$ cat src/rtl/sw_int_router_pkg.sv
package sw_int_router_pkg;
  parameter int TASK_CNT = 8;
  parameter int REG_W    = 16;

  typedef struct packed {
    logic                maskLoad;
    logic [TASK_CNT-1:0] maskBits;
    logic [TASK_CNT-1:0] forceBits;
  } ctlStrobes_t;
endpackage

$ cat src/rtl/sw_int_ctl.sv
module sw_int_ctl
  import sw_int_router_pkg::*;
#(
  parameter int TASKS = TASK_CNT,
  parameter int W     = REG_W
) (
  input  logic         accWrEn,
  input  logic         accWrSel,
  input  logic [W-1:0] accWrData,
  input  logic         hostWrEn,
  input  logic         hostWrSel,
  input  logic [W-1:0] hostWrData,
  output ctlStrobes_t  strobes
);
  localparam int SPARE_W = W - TASKS;

  logic unusedBits;
  assign unusedBits = ^{hostWrEn, hostWrSel, hostWrData, accWrData[W-1:W-SPARE_W]};

  always_comb begin
    strobes.maskLoad  = accWrEn && !accWrSel;
    strobes.maskBits  = accWrData[TASKS-1:0];
    strobes.forceBits = (accWrEn && accWrSel) ? accWrData[TASKS-1:0] : '0;
  end
endmodule

$ cat src/rtl/sw_int_datapath.sv
module sw_int_datapath
  import sw_int_router_pkg::*;
#(
  parameter int TASKS = TASK_CNT
) (
  input  logic             clk,
  input  logic             rstN,
  input  ctlStrobes_t      strobes,
  input  logic [TASKS-1:0] eotPulse,
  output logic [TASKS-1:0] maskQ,
  output logic [TASKS-1:0] irqQ
);
  logic [TASKS-1:0] irqNext;

  for (genvar t = 0; t < TASKS; t++) begin : g_task
    assign irqNext[t] = (eotPulse[t] & ~maskQ[t]) | strobes.forceBits[t];
  end

  always_ff @(posedge clk) begin
    if (!rstN) begin
      maskQ <= '0;
      irqQ  <= '0;
    end else begin
      irqQ <= irqNext;
      if (strobes.maskLoad) maskQ <= strobes.maskBits;
    end
  end
endmodule

$ cat src/rtl/sw_int_router.sv
module sw_int_router
  import sw_int_router_pkg::*;
#(
  parameter int TASKS = TASK_CNT,
  parameter int W     = REG_W
) (
  input  logic             clk,
  input  logic             rstN,
  input  logic [TASKS-1:0] eotPulse,
  input  logic             accWrEn,
  input  logic             accWrSel,
  input  logic [W-1:0]     accWrData,
  input  logic             accRdSel,
  output logic [W-1:0]     accRdData,
  input  logic             hostWrEn,
  input  logic             hostWrSel,
  input  logic [W-1:0]     hostWrData,
  output logic [W-1:0]     hostRdData,
  output logic [TASKS-1:0] hostIrq
);
  localparam int PAD_W = W - TASKS;

  ctlStrobes_t      strobes;
  logic [TASKS-1:0] maskQ;

  sw_int_ctl #(.TASKS(TASKS), .W(W)) u_ctl (
    .accWrEn   (accWrEn),
    .accWrSel  (accWrSel),
    .accWrData (accWrData),
    .hostWrEn  (hostWrEn),
    .hostWrSel (hostWrSel),
    .hostWrData(hostWrData),
    .strobes   (strobes)
  );

  sw_int_datapath #(.TASKS(TASKS)) u_dp (
    .clk     (clk),
    .rstN    (rstN),
    .strobes (strobes),
    .eotPulse(eotPulse),
    .maskQ   (maskQ),
    .irqQ    (hostIrq)
  );

  assign hostRdData = {{PAD_W{1'b0}}, maskQ};
  assign accRdData  = accRdSel ? '0 : {{PAD_W{1'b0}}, maskQ};
endmodule

$ cat config.mk
export PLATFORM = sky130hd
export DESIGN_NAME = sw_int_router
export DESIGN_NICKNAME = d
export VERILOG_FILES = /design/src/rtl/sw_int_router_pkg.sv /design/src/rtl/sw_int_ctl.sv /design/src/rtl/sw_int_datapath.sv /design/src/rtl/sw_int_router.sv
export SDC_FILE = /design/constraint.sdc
export NUM_CORES = 1
export LEC_CHECK = 0
export ABC_AREA = 1
export BUFFER_PORTS_ARGS = -buffer_cell sky130_fd_sc_hd__buf_2
export CORE_ASPECT_RATIO = 0.8
export CORE_MARGIN = 1
export CORE_UTILIZATION = 29
export DETAILED_ROUTE_END_ITERATION = 12
export PLACE_DENSITY = 0.68
export SYNTH_ARGS = -nofsm -noshare
export SYNTH_HDL_FRONTEND = slang
export SYNTH_SLANG_ARGS = --single-unit
$ cat constraint.sdc
create_clock -name clk -period 0.8 [get_ports clk]
set_clock_uncertainty 0.15 [all_clocks]
set_input_delay 0.04 -clock clk [delete_from_list [all_inputs] [get_ports clk]]
set_output_delay 0.04 -clock clk [all_outputs]
set_load 0.02 [all_outputs]
### Word level (Yosys, flattened, before mapping)

Cells that the tools add are included.

* div/mod/pow operators: 0
* eq/ne operators: 0
* reduce and logical (&&, ||, !) cells: 3
* shift operators: 0
* multipliers: 0
* muxes and demuxes: 2
* magnitude comparators: 0
* bitwise logic cells: 24
* add/subtract/negate cells: 0

Operators with widths (count)
* 2-to-1 mux 8 bit: 2
* bitwise AND 1 bit: 8
* NOT 1 bit: 8
* OR 1 bit: 8
* logical AND 1 bit: 2
* logical NOT 1 bit: 1

* bits in latches: 0
* memory bits (writable): 0
* flip-flop bits (word level): 16
* memories kept: 0
* memory bits (read-only): 0

### Longest topological paths before layout

Gate-level depths: netlist (run 1).

* depth in word-level cells: 3
* mapped depth: 5
* mapped depth without buffers: 4

### By module

A second synthesis (run 1) with hierarchy kept.

* cells, all modules: 135
* area, all modules: 887.1 um2

By module, submodules not included
* sw_int_datapath: cells an instance 74, area each 558.0 um2, times used 1
* sw_int_router: cells an instance 34, area each 195.2 um2, times used 1
* sw_int_ctl: cells an instance 27, area each 133.9 um2, times used 1

### Worst setup path after synthesis (run 1)

Ideal clock, no wire load.

* kind: register to output
* start point: reg u_dp.maskQ[0]
* end point: out accRdData[0]
* cell stages (with the launch flop): 3
* data arrival time: 0.806 ns
* data required time: 0.610 ns
* setup slack: -0.196 ns
* cell sequence: dfxtp_1 inv_1 nor2_1

* word-level cells in the longest chain between the ends: 1

RTL lines
* start: declaration: RTL line sw_int_datapath.sv:10 `output logic [TASKS-1:0] maskQ,`
* start signal: assignment: RTL line sw_int_datapath.sv:25 `if (strobes.maskLoad) maskQ <= strobes.maskBits;`
* 2-to-1 mux 8 bit: RTL line sw_int_router.sv:46 `assign accRdData = accRdSel ? '0 : {{PAD_W{1'b0}}, maskQ};`
* end: declaration: RTL line sw_int_router.sv:14 `output logic [W-1:0] accRdData,`

No other way between the ends.

### Final worst setup path (run 1)

* start point: reg u_dp.maskQ[4]
* end point: out hostRdData[4]

RTL lines
* end: declaration: RTL line sw_int_router.sv:18 `output logic [W-1:0] hostRdData,`

No word-level cell between the ends.

==> flow_metrics.py, run 1 <==
metrics = {
    "outcome": {
        "run_status": "finished with violations",
        "violations_in_the_final_reports": "hold timing, setup timing",
    },
    "setup_path": {
        "crit_fanout": 3,
        "worstSetupStartpointType": "register",
        "type_of_the_worst_setup_path": "reg2out",
        "crit_path_end_kind": "primary output",
        "critical_path.reg2reg.endpoint": "u_dp.irqQ[7]",
        "setup.reg_to_reg.worst_slack_ps": -40,
        "reg2regPathDepth": 3,
        "worst-path-buf-inv": 2,
        "cpMaxStageDelayCell": "dfxtp_4",
        "critical_path.reg2reg.startpoint": "u_dp.maskQ[7]",
        "worst_ep_required_time_ps": 610,
        "worstPathArrival_ps": 900,
        "cp_cell_sequence": "buf_4, buf_6",
        "cp.depth": 2,
        "timing.critical_path.max_delay_family": "flip-flops",
        "crit_path_max_incr_delay_ps": 370,
    },
    "drt": {
        "finalWirelength_um": 2237,
        "drt_iter0_markers": 19,
        "ant_nets": 0,
        "avgRoutedWirePerCell_um": 10.17,
        "vias": 892,
        "drt-vias-per-instance": 4.055,
        "route.detailed.drc": 0,
        "detailedRoute.firstPassIterationCount": 4,
    },
    "place": {
        "port_buffers": 44,
        "routabilityCongestion": 0.7088,
        "detailed_place_hpwl_um": 1513,
    },
    "grt": {
        "grt.overflow.total": 0,
        "grt.total_usage": 0.1471,
        "grt_antenna_before_repair": 0,
        "grt_start_max_net_pins": 9,
        "grt_pass1_wl_um": 3525,
        "first_global_vias": 795,
    },
    "cts": {
        "cts_root_buf": "clkbuf_4",
        "holdBufCountCts": 8,
        "path_clk_slew_ps": 90,
        "cts_num_sinks": 16,
        "cts-buffers-inserted": 3,
        "clock_tree.htree_level_count": 1,
        "cts_tree": "yes",
        "clkLatencyLatePin_ps": 280,
        "cts-root-to-sink-buffers": 2,
    },
    "yosys": {
        "avgSynthCellArea_sq_um": 6.984,
        "synth.yosys.seq_area_share": 0.3759,
        "post_synth_inst_count": 122,
        "yosys.area.top_type": "dfxtp_1",
        "yosysUniqueCellTypes": 14,
        "post_synth_instance_area_sq_um": 852.1,
        "postSynthRegisterBits": 16,
        "yosysWarnings": 0,
        "synth_top_cells_by_area": "dfxtp_1, buf_4, nor2_1",
        "synth_top_cell_area_share": 0.3759,
    },
    "die": {
        "starting_density": 0.3081,
        "io_count": 87,
        "core_region_area_sq_um": 2765,
        "die_w_um": 62.60,
        "fp.dieH_um": 50.48,
        "fp-row-count": 17,
        "die_area_sq_um": 3160,
    },
    "flow_run": {
        "cap_viol_max_count": 0,
    },
    "final_layout": {
        "antenna_cells": 0,
        "syn_to_final_growth_pct": 78.71,
        "nNetsFinal": 231,
        "proportion_of_layout_cells_with_a_drive_suffix_above_1": 0.5934,
    },
    "timing": {
        "finalCriticalPeriod_ps": 1093,
        "setup_ws_final_ps": -292.6,
        "report.final.setup_viol": 27,
        "fin_crit_sh": 1.366,
        "rsz_0062_raised_after_global_routing": "true",
        "fmax_ghz": 0.9152,
        "finalHoldViolations": 16,
        "maxSlewViolCount": 0,
        "fin_worst_hold_slack_ps": -132.9,
    },
    "hold_path": {
        "hold_path.class": "in2reg",
        "hold-path-cell-count": 3,
        "holdCritStartpoint": "accWrData[1]",
        "hold_path_endpoint": "u_dp.irqQ[1]",
    },
    "power_and_ir_drop": {
        "power_density_nw_per_um2": 1321,
        "ir_drop_mv": 0.5171,
        "p_leak_nw": 0.7462,
        "total_design_power_mw": 2.012,
    },
}
[metal layers]
layer,routed length [um],up-vias,global-route usage
li1,-,463,-
met1,1000,382,0.1757
met2,1051,42,0.2482
met3,160,5,0.05000
met4,25,0,0.04651
met5,0,-,0
[through the flow]
stage               worst slack (ps)    util  TNS, ps  instance area, sq um  std cells
floorplan                     0.5257       -        0                 999.7        137
global placement              -19.93  0.4167   -167.1                  1152        205
detailed placement            -35.56  0.4167   -237.2                  1152        205
CTS                           -289.9  0.5140    -4888                  1421        216
global route                  -342.7  0.5507    -6358                  1523        220
finish                        -292.6  0.5507    -5063                  1523        220
[report_power, final]
part / internal (mW) / switching, mW / total (mW)
registers: 0.850 / 0.0506 / 0.901
clock network: 0.175 / 0.236 / 0.411
logic: 0.314 / 0.386 / 0.700
[flip-flops by register name, summed over array words and instances, names as in the netlist]
signal / flops
u_dp.irqQ: 8
u_dp.maskQ: 8
[synthesized netlist by cell type]
| cell | instances |
|---|---|
| nor2_1 | 24 |
| inv_1 | 17 |
| buf_4 | 16 |
| dfxtp_1 | 16 |
| nand2_1 | 16 |
| nand3_1 | 16 |
| a21oi_1 | 8 |
| buf_6 | 2 |
| inv_2 | 2 |
| buf_2 | 1 |
| buf_8 | 1 |
| clkbuf_1 | 1 |
| conb_1 | 1 |
| nor2_8 | 1 |
[worst min-delay path: stages]
cell and delay (ps):
buf_2 110, nand3_1 80, a21oi_2 50
[cell families (layout without fill, tap and decap cells)]
| kind of cell | count (synthesis) | after routing | synth area share |
|---|---|---|---|
| buf+inv | 40 | 85 | 0.2790 |
| flops | 16 | 16 | 0.3759 |
| simple gates | 57 | 57 | 0.2937 |
| other cells | 1 | 16 | 0.004401 |
| compound gates | 8 | 8 | 0.04699 |
[placed cells by master (no fill, tap or decap)]
cell / netlist / final
a21oi_1: 8 / 1
a21oi_2: 0 / 7
buf_2: 1 / 21
buf_4: 16 / 9
buf_6: 2 / 25
clkbuf_4: 0 / 3
conb_1: 1 / 16
dfxtp_2: 0 / 8
dfxtp_4: 0 / 8
dlygate4sd3_1: 0 / 8
inv_1: 17 / 9
inv_2: 2 / 2
inv_4: 0 / 8
nand2_1: 16 / 9
nand2_2: 0 / 5
nand2_4: 0 / 2
nand3_1: 16 / 16
nor2_1: 24 / 15
nor2_2: 0 / 1
nor2_4: 0 / 8
nor2_8: 1 / 1
[worst max-delay path by stage]
stage	startpoint	to	slack (ps)
after floorplan	u_dp.maskQ[0]	u_dp.irqQ[0]	0.5
final	u_dp.maskQ[4]	hostRdData[4]	-290
after CTS	u_dp.maskQ[2]	accRdData[2]	-290
after global placement	accRdSel	accRdData[4]	-20
after detailed placement	u_dp.maskQ[4]	u_dp.irqQ[4]	-40
after global routing	u_dp.maskQ[4]	accRdData[4]	-340
[repair_timing]
item | 4_1_cts | 5_1_grt
gates cloned | 0 | 0
setup endpoints to repair | 32 | 36
gates resized for setup | 59 | 22
buffers inserted | 0 | 4
endpoints found under the hold margin | 16 | 16
pin swaps | 6 | 6
[layout make-up]
class | count | area, sq um
timing repair buffer | 63 | 534.3
multi-input combinational | 81 | 466.7
fill | 249 | 1242
tap | 38 | 47.55
sequential | 16 | 360.3
inverter | 19 | 91.34
clock buffer | 3 | 22.52
Power figures use the tool's default switching activity.
==> inputs of run 2 (changes only) <==
TNS_END_PERCENT = 10   (was unset)
==> run 2 against run 1 <==
  * The flow still finishes with violations (hold timing, setup timing)
  * Via count is 3.0% lower
  * Total power increased by 4.0%
  * Largest power group unchanged
  * Critical path type unchanged
  * Count of clock-buffer cells in the layout is 1 higher
  * Flip-flop and latch count unchanged
  * Combinational power is 4.4% lower
  * Critical endpoint is now accRdData[3]
==> flow_metrics.py, run 2 (synthesis gave the netlist of run 1 again) <==
metrics = {
    "grt": {
        "grt_start_max_net_pins": 13,
        "grt.total_usage": 0.1370,
        "first_global_vias": 782,
        "grt_pass1_wl_um": 3325,
        "grt_antenna_before_repair": 0,
        "grt.overflow.total": 0,
    },
    "setup_path": {
        "crit_path_end_kind": "primary output",
        "worst-path-buf-inv": 2,
        "cp_cell_sequence": "inv_4, nor2_4, buf_6",
        "timing.critical_path.max_delay_family": "flip-flops",
        "critical_path.reg2reg.startpoint": "u_dp.maskQ[7]",
        "worstPathArrival_ps": 900,
        "worst_ep_required_time_ps": 610,
        "cp.depth": 3,
        "crit_path_max_incr_delay_ps": 390,
        "worstSetupStartpointType": "register",
        "crit_fanout": 3,
        "type_of_the_worst_setup_path": "reg2out",
        "reg2regPathDepth": 4,
        "cpMaxStageDelayCell": "dfxtp_4",
        "crit_path_start": "u_dp.maskQ[3]",
    },
    "drt": {
        "top_layer": "met4",
        "finalWirelength_um": 2125,
        "wire_length_the_detailed_router_placed_on_met1_um": 875,
        "avgRoutedWirePerCell_um": 9.793,
        "route.detailed.drc": 0,
        "drt_iter0_markers": 28,
        "vias": 865,
        "wl_met2_um": 1055,
        "ant_nets": 0,
        "routed-wl-met3_um": 189,
        "detailedRoute.firstPassIterationCount": 4,
        "drt-vias-per-instance": 3.986,
    },
    "cts": {
        "cts_tree": "yes",
        "cts_num_sinks": 16,
        "path_clk_slew_ps": 90,
        "cts-buffers-inserted": 3,
        "holdBufCountCts": 8,
        "clock_tree.htree_level_count": 1,
        "clkLatencyLatePin_ps": 280,
        "cts_root_buf": "clkbuf_4",
        "cts-root-to-sink-buffers": 2,
    },
    "final_layout": {
        "nNetsFinal": 227,
        "biggestRegsByFlops": "u_dp.irqQ x8, u_dp.maskQ x8",
        "syn_to_final_growth_pct": 74.89,
        "num-fill-cells": 257,
        "antenna_cells": 0,
        "proportion_of_layout_cells_with_a_drive_suffix_above_1": 0.5531,
        "final_common_cell": "buf_6",
        "most-common-layout-cells": "buf_6, buf_2, nand3_1, conb_1, nand2_1",
        "finalInstanceArea_sq_um": 1490,
    },
    "die": {
        "fp.dieH_um": 50.48,
        "die_w_um": 62.60,
        "io_count": 87,
        "starting_density": 0.3081,
        "core_region_area_sq_um": 2765,
        "die_area_sq_um": 3160,
        "fp-row-count": 17,
    },
    "outcome": {
        "violations_in_the_final_reports": "hold timing, setup timing",
        "run_status": "finished with violations",
    },
    "power_and_ir_drop": {
        "p_leak_nw": 0.7326,
        "ir_drop_mv": 0.4093,
        "power_density_nw_per_um2": 1405,
    },
    "timing": {
        "setup_ws_final_ps": -286.2,
        "rsz_0062_raised_after_global_routing": "true",
        "finalCriticalPeriod_ps": 1086,
        "fmax_ghz": 0.9206,
        "fin_worst_hold_slack_ps": -138.6,
        "maxSlewViolCount": 0,
        "timing.setup.tns_ps": -4671,
        "fin_crit_sh": 1.358,
        "report.final.setup_viol": 28,
        "finalHoldViolations": 16,
    },
    "place": {
        "port_buffers": 44,
        "routabilityCongestion": 0.7374,
        "post_dp_cell_area_sq_um": 1150,
        "detailed_place_hpwl_um": 1426,
    },
    "hold_path": {
        "holdCritStartpoint": "accWrData[5]",
        "hold-path-cell-count": 3,
        "hold_path.class": "in2reg",
    },
    "flow_run": {
        "cap_viol_max_count": 0,
    },
}
## run 2: cell types whose count changed in the layout (fill, tap and decap cells not counted), moves of 2 or more
cell	delta
buf_6	-2
a21oi_1	+3
a21oi_2	-3
buf_4	-2
nor2_1	-2
nand2_2	-3
nand2_4	-2
nand2_1	+5
## run 2: worst paths after layout
check,slack [ps],end
min,-140,u_dp.irqQ[5]
max reg2reg,-90,u_dp.irqQ[7]
max,-290,accRdData[3]
min reg2reg,380,u_dp.maskQ[4]
## run 2: timing repair
action	in CTS	in global routing
pin swaps	7	3
cloned	0	0
resized for setup	57	23
setup endpoints to repair	32	34
buffers inserted	2	0
endpoints found under the hold margin	16	16
## run 2: worst register-to-register path, delay by kind of cell (launching register included)
kind                   cells  cell delay (ps)
buffers and inverters      2              160
AND/OR/NAND/NOR            1               50
AO/OA/AOI/OAI              1               40
flip-flops                 1              380
## run 2: per-layer routing
layer	vias to the layer above	global-route usage
li1	451	-
met1	368	0.1505
met2	44	0.2482
met3	2	0.03864
met4	0	0.05814
met5	-	0
## run 2: area by class of cell
cell class	count	area, sq um	area share
inverters	19	91.34	0.06129
multi-input cells	81	442.9	0.2972
well taps	38	47.55	0.03191
flip-flops and latches	16	360.3	0.2418
clock buffers	4	36.28	0.02435
repair buffers	59	511.7	0.3434
## run 2: stage by stage
| step | power [mW] | util | worst slack, ps | cells | hold WS (ps) |
|---|---|---|---|---|---|
| 2_1_floorplan | 1.308 | - | -39.94 | 137 | 37.24 |
| 3_3_place_gp | 1.396 | 0.4158 | -35.49 | 203 | 150.1 |
| 3_5_place_dp | 1.400 | 0.4158 | -44.53 | 203 | 147.8 |
| 5_1_grt | 2.232 | 0.5389 | -348.3 | 217 | -146.5 |
| 4_1_cts | 2.058 | 0.5136 | -280.6 | 217 | -146.3 |
| 6_report | 2.094 | 0.5389 | -286.2 | 217 | -138.6 |
## run 2: power breakdown
group / internal (mW) / switching, mW / total [mW]
Combinational: 0.298 / 0.371 / 0.669
Clock: 0.277 / 0.246 / 0.523
Sequential: 0.850 / 0.0515 / 0.902
Total: 1.42 / 0.669 / 2.09
